[src/rtl/cskip_pkg.sv]
package cskip_pkg;
    localparam int DATA_W = 16;
    localparam int OPC_W  = 5;
    localparam int ADV_W  = 2;

    typedef enum logic [OPC_W-1:0] {
        OPC_BITS  = 5'h11,
        OPC_EQ    = 5'h12,
        OPC_NE    = 5'h13,
        OPC_SGT   = 5'h14,
        OPC_UGT   = 5'h15,
        OPC_SLT   = 5'h16,
        OPC_ULT   = 5'h17
    } cond_opc_e;

    typedef enum logic {
        ST_IDLE = 1'b0,
        ST_SKIP = 1'b1
    } skip_state_e;
endpackage

[src/rtl/cskip_relation.sv]
module cskip_relation
    import cskip_pkg::*;
#(
    parameter int W = DATA_W
) (
    input  logic [OPC_W-1:0] opcode,
    input  logic [W-1:0]     lhs,
    input  logic [W-1:0]     rhs,
    output logic             is_cond,
    output logic             holds
);
    logic s_gt, s_lt, u_gt, u_lt;

    always_comb begin
        s_gt = $signed(lhs) > $signed(rhs);
        s_lt = $signed(lhs) < $signed(rhs);
        u_gt = lhs > rhs;
        u_lt = lhs < rhs;
        is_cond = 1'b1;
        holds   = 1'b0;
        case (opcode)
            OPC_BITS: holds = |(lhs & rhs);
            OPC_EQ:   holds = (lhs == rhs);
            OPC_NE:   holds = (lhs != rhs);
            OPC_SGT:  holds = s_gt;
            OPC_UGT:  holds = u_gt;
            OPC_SLT:  holds = s_lt;
            OPC_ULT:  holds = u_lt;
            default: begin
                is_cond = 1'b0;
                holds   = 1'b1;
            end
        endcase
    end
endmodule

[src/rtl/cskip_length.sv]
module cskip_length
    import cskip_pkg::*;
#(
    parameter int W      = DATA_W,
    parameter int DST_LO = 5,
    parameter int DST_W  = 5,
    parameter int SRC_LO = 10,
    parameter int SRC_W  = 6
) (
    input  logic [W-1:0]     word,
    output logic [ADV_W-1:0] length
);
    localparam int NFIELD = 2;
    localparam int FMAX   = (SRC_W > DST_W) ? SRC_W : DST_W;

    logic [NFIELD-1:0] extra;
    logic              special;

    assign special = (word[OPC_W-1:0] == '0);

    for (genvar f = 0; f < NFIELD; f++) begin : g_field
        localparam int LO = (f == 0) ? DST_LO : SRC_LO;
        localparam int FW = (f == 0) ? DST_W  : SRC_W;
        logic [FMAX-1:0] val;
        logic            wants;
        always_comb begin
            val = '0;
            val[FW-1:0] = word[LO +: FW];
            wants = ((val >= FMAX'(6'h10)) && (val <= FMAX'(6'h17)))
                 || (val == FMAX'(6'h1a))
                 || (val == FMAX'(6'h1e))
                 || (val == FMAX'(6'h1f));
        end
        if (f == 0) begin : g_dst
            assign extra[f] = wants && !special;
        end else begin : g_src
            assign extra[f] = wants;
        end
    end

    assign length = ADV_W'(1) + ADV_W'(extra[0]) + ADV_W'(extra[1]);
endmodule

[src/rtl/cskip_unit.sv]
module cskip_unit
    import cskip_pkg::*;
(
    input  logic              clk,
    input  logic              rst_n,
    input  logic              issue_valid,
    input  logic [4:0]        issue_opcode,
    input  logic [15:0]       opnd_first,
    input  logic [15:0]       opnd_second,
    input  logic [15:0]       follow_word,
    output logic              skip_now,
    output logic [1:0]        pc_advance
);
    skip_state_e       state_q, state_d;
    logic              is_cond, holds, fail;
    logic [ADV_W-1:0]  len, adv_q;

    cskip_relation #(.W(DATA_W)) u_rel (
        .opcode  (issue_opcode),
        .lhs     (opnd_first),
        .rhs     (opnd_second),
        .is_cond (is_cond),
        .holds   (holds)
    );

    cskip_length #(.W(DATA_W)) u_len (
        .word   (follow_word),
        .length (len)
    );

    assign fail = issue_valid && is_cond && !holds;

    always_comb begin
        state_d = ST_IDLE;
        unique case (state_q)
            ST_IDLE: state_d = fail ? ST_SKIP : ST_IDLE;
            ST_SKIP: state_d = fail ? ST_SKIP : ST_IDLE;
            default: state_d = ST_IDLE;
        endcase
    end

    always_ff @(posedge clk) begin
        if (!rst_n) begin
            state_q <= ST_IDLE;
            adv_q   <= '0;
        end else begin
            state_q <= state_d;
            adv_q   <= fail ? len : '0;
        end
    end

    always_comb begin
        skip_now   = 1'b0;
        pc_advance = '0;
        unique case (state_q)
            ST_IDLE: ;
            ST_SKIP: begin
                skip_now   = 1'b1;
                pc_advance = adv_q;
            end
            default: ;
        endcase
    end

    // outputs are quiet in the cycle after reset
    p_reset_quiet_r1: assert property (@(posedge clk)
        !rst_n |=> (!skip_now && pc_advance == '0));

    // a skip needs a valid conditional opcode on the previous edge
    p_skip_source_r8: assert property (@(posedge clk) disable iff (!rst_n)
        skip_now |-> $past(issue_valid && issue_opcode >= 5'h11 && issue_opcode <= 5'h17));

    // no advance without a skip
    p_no_adv_idle_r9: assert property (@(posedge clk) disable iff (!rst_n)
        !skip_now |-> (pc_advance == '0));

    // a skip always advances by one to three words
    p_adv_range_r10: assert property (@(posedge clk) disable iff (!rst_n)
        skip_now |-> (pc_advance != '0));

    // equal operands on the equality test never skip
    p_eq_pass_r3: assert property (@(posedge clk) disable iff (!rst_n)
        (issue_valid && issue_opcode == 5'h12 && opnd_first == opnd_second) |=> !skip_now);
endmodule

[config.mk]
export PLATFORM = sky130hd
export DESIGN_NAME = cskip_unit
export DESIGN_NICKNAME = d
export VERILOG_FILES = /design/src/rtl/cskip_pkg.sv /design/src/rtl/cskip_relation.sv /design/src/rtl/cskip_length.sv /design/src/rtl/cskip_unit.sv
export SDC_FILE = /design/constraint.sdc
export NUM_CORES = 1
export LEC_CHECK = 0
export BUFFER_PORTS_ARGS = -buffer_cell sky130_fd_sc_hd__buf_2
export CAP_MARGIN = 20
export CORE_UTILIZATION = 46
export DETAILED_ROUTE_END_ITERATION = 7
export GPL_ROUTABILITY_DRIVEN = 0
export HOLD_SLACK_MARGIN = 0.03
export PLACE_DENSITY = 0.86
export SLEW_MARGIN = 15
export SYNTH_ARGS = -nofsm -noshare
export SYNTH_HDL_FRONTEND = slang
export SYNTH_SLANG_ARGS = --single-unit
[constraint.sdc]
create_clock -name clk -period 3.41 [get_ports clk]
set_clock_uncertainty 0.05 [all_clocks]
set_input_delay 0.682 -clock clk [delete_from_list [all_inputs] [get_ports clk]]
set_output_delay 0.682 -clock clk [all_outputs]
set_load 0.02 [all_outputs]
==> impl_metrics.env <==
export IMPL_grt_pass1_vias=931
export IMPL_area_growth_pct=38.2
export IMPL_clk_pin_slew_ns=0.04
export IMPL_synth_compound_area_share=0.155
export IMPL_drc_errors=0
export IMPL_final_seq_area_sq_um=60.1
export IMPL_io_buffers=58
export IMPL_die_h_um=46.5
export IMPL_root_buffer="clkbuf_4"
export IMPL_stdcell_area_sq_mm=0.00126
export IMPL_ant_nets=0
export IMPL_hold_ws_ns=0.705
export IMPL_cts_tree="built"
export IMPL_ys_ff_latch=3
export IMPL_relSlewSlack=0.691
export IMPL_htreeDepth=1
export IMPL_period_share=0.718
export IMPL_yosysWarnings=0
export IMPL_post_cts_resized=0
export IMPL_startpoint_type="input pin"
export IMPL_maxCapViolCount=0
export IMPL_dpl_instance_area_sq_mm=0.00123
export IMPL_yosys_area_share_simple=0.237
export IMPL_ys_types=30
export IMPL_initial_core_util=0.510
export IMPL_rows=15
export IMPL_crit_path_end_kind="register"
export IMPL_fill_cells=143
export IMPL_hold_buffers=0
export IMPL_synthesis_nets=197
export IMPL_drv_slew=0
export IMPL_die_x_um=46.5
export IMPL_track_usage=0.223
export IMPL_hold_path_class="input pin to register"
export IMPL_cp_startpoint="opnd_first[15]"
export IMPL_path_max_fanout=4
export IMPL_netlist_area_sq_um=910
export IMPL_fmax_mhz=409
export IMPL_core_area_sq_mm=0.00178
export IMPL_synth_top_family_by_area="adder cells"
export IMPL_grt_max_degree=5
export IMPL_tns_ns=0
export IMPL_synth_mux_area_fraction=0
export IMPL_arrival_ns=2.52
export IMPL_ys_seq_area_frac=0.0660
export IMPL_power_density_mw_per_mm2=166
export IMPL_cts_sinks=3
export IMPL_leakagePower_nw=0.725
export IMPL_post_cts_setup_buffer_count=0
export IMPL_required_ns=3.48
export IMPL_synth_fa_ha_area_frac=0.454
export IMPL_drive_gt1_frac=0.394
export IMPL_setup_viol=0
export IMPL_rsz0062_at_grt="false"
export IMPL_critPathKind="input pin to register"
export IMPL_multi_input_area_sq_um=778
export IMPL_worst_slew_pin_slew_ns=0.459
export IMPL_finalHoldViolCount=0
export IMPL_dpl_hpwl_um=1900
export IMPL_postSynthCellCount=108
export IMPL_vias=991
export IMPL_grt_overflow=0
export IMPL_wl_per_cell_um=10.7
export IMPL_grt_pass1_wl_um=3410
export IMPL_drt_vias_per_instance=5.08
export IMPL_syn_avg_cell_area_sq_um=8.42
export IMPL_hold_path_startpoint="issue_valid"
export IMPL_yosys_area_share_xor_xnor=0.00963
export IMPL_power_total_w=0.000209
export IMPL_antenna_found_initial=0
export IMPL_ir_drop_v=0.0000979
export IMPL_diodes=0
export IMPL_drt_total_wl_um=2090
export IMPL_cts_buffers=3
export IMPL_pin_count=59
export IMPL_final_nets=260
export IMPL_drt_initial_drc_count=3
export IMPL_outcome="finished clean"
export IMPL_clockBufferDepth=2
export IMPL_min_period_ns=2.45
export IMPL_dieArea_sq_mm=0.00216
export IMPL_drt_pass1_iter_count=2
==> placed cells by master (no fill, tap or decap) <==
cell type | Yosys | routed
inv_1 | 19 | 19
o21ai_0 | 2 | 2
and4_4 | 1 | 1
buf_2 | 0 | 58
a211oi_1 | 4 | 4
xnor2_1 | 1 | 1
and3_2 | 1 | 1
or4_1 | 1 | 1
a2111oi_1 | 1 | 1
clkbuf_1 | 0 | 1
or4b_4 | 1 | 1
or2_1 | 1 | 1
o221ai_1 | 1 | 1
nor4_2 | 2 | 2
or3_1 | 2 | 2
clkbuf_4 | 0 | 3
o211ai_1 | 2 | 2
a21boi_1 | 1 | 1
nor2_1 | 1 | 1
dfxtp_1 | 3 | 3
a21oi_1 | 4 | 4
ha_1 | 33 | 33
a21o_1 | 3 | 3
nor4_1 | 5 | 5
nand3b_1 | 2 | 2
nand4_1 | 4 | 4
nand2_1 | 3 | 3
o31a_1 | 1 | 1
nor3_1 | 1 | 1
nor2b_1 | 2 | 2
and2_1 | 2 | 2
a21oi_2 | 1 | 1
nand3_1 | 3 | 3
==> cell usage after synthesis <==
cell type / count / area (sq um)
o211ai_1: 2 / 15.0
or4b_4: 1 / 13.8
nand4_1: 4 / 25.0
nor4_1: 5 / 31.3
inv_1: 19 / 71.3
nor2_1: 1 / 3.75
a2111oi_1: 1 / 10.0
a21boi_1: 1 / 7.51
a21o_1: 3 / 22.5
or2_1: 1 / 6.26
a211oi_1: 4 / 30.0
o221ai_1: 1 / 8.76
or4_1: 1 / 7.51
nand2_1: 3 / 11.3
and2_1: 2 / 12.5
or3_1: 2 / 12.5
o21ai_0: 2 / 10.0
o31a_1: 1 / 8.76
nor2b_1: 2 / 12.5
nor4_2: 2 / 25.0
ha_1: 33 / 413
nor3_1: 1 / 5.00
and4_4: 1 / 11.3
xnor2_1: 1 / 8.76
a21oi_2: 1 / 8.76
and3_2: 1 / 7.51
nand3_1: 3 / 15.0
nand3b_1: 2 / 15.0
dfxtp_1: 3 / 60.1
a21oi_1: 4 / 20.0
==> per-layer routing <==
layer  vias up  part of all wire  track usage
met4         0             0.041        0.124
li1        516                 -            -
met1       424              0.41        0.238
met3        11             0.053       0.0471
met5         -                 0            0
met2        40              0.50        0.397
==> critical path: stages <==
cell and delay, ns:
buf_2 0.11, ha_1 0.34, and4_4 0.22, a21oi_2 0.12, o221ai_1 0.13, o31a_1 0.31, or2_1 0.27, a2111oi_1 0.34
==> area by class of cell <==
| cell class | instances | share of cell area |
|---|---|---|
| tap | 25 | 0.0249 |
| multi-input combinational | 86 | 0.619 |
| sequential | 3 | 0.0478 |
| clock buffer | 4 | 0.0209 |
| inverter | 19 | 0.0567 |
| timing repair buffer | 58 | 0.231 |
==> registers in the layout, indices dropped and copies added, names as in the netlist <==
signal and count:
state_q 1, adv_q 2
==> power by group <==
group | switching, W | internal, W
Combinational | 0.0000519 | 0.0000547
Sequential | 0.000000213 | 0.0000359
Clock | 0.0000224 | 0.0000441
Total | 0.0000745 | 0.000135
==> metrics by stage <==
step                      setup WS (ns)  instances  utilization
after floorplan                   0.966        108            -
after global placement            0.762        191        0.691
after detailed placement          0.718        191        0.691
after CTS                         0.977        195        0.705
after global routing              0.787        195        0.705
final                             0.963        195        0.705
==> worst paths after layout <==
check       to  slack [ns]  cells after the start
min    state_q        0.71                      3
max    state_q        0.96                      8
==> kinds of logic (layout without fill, tap and decap cells) <==
family          Yosys count  count (layout)
flops                     3               3
compound gates           20              20
buf+inv                  19              81
xor+xnor                  1               1
fa+ha+maj                33              33
simple gates             32              32
(Power assumes the default switching activity.)
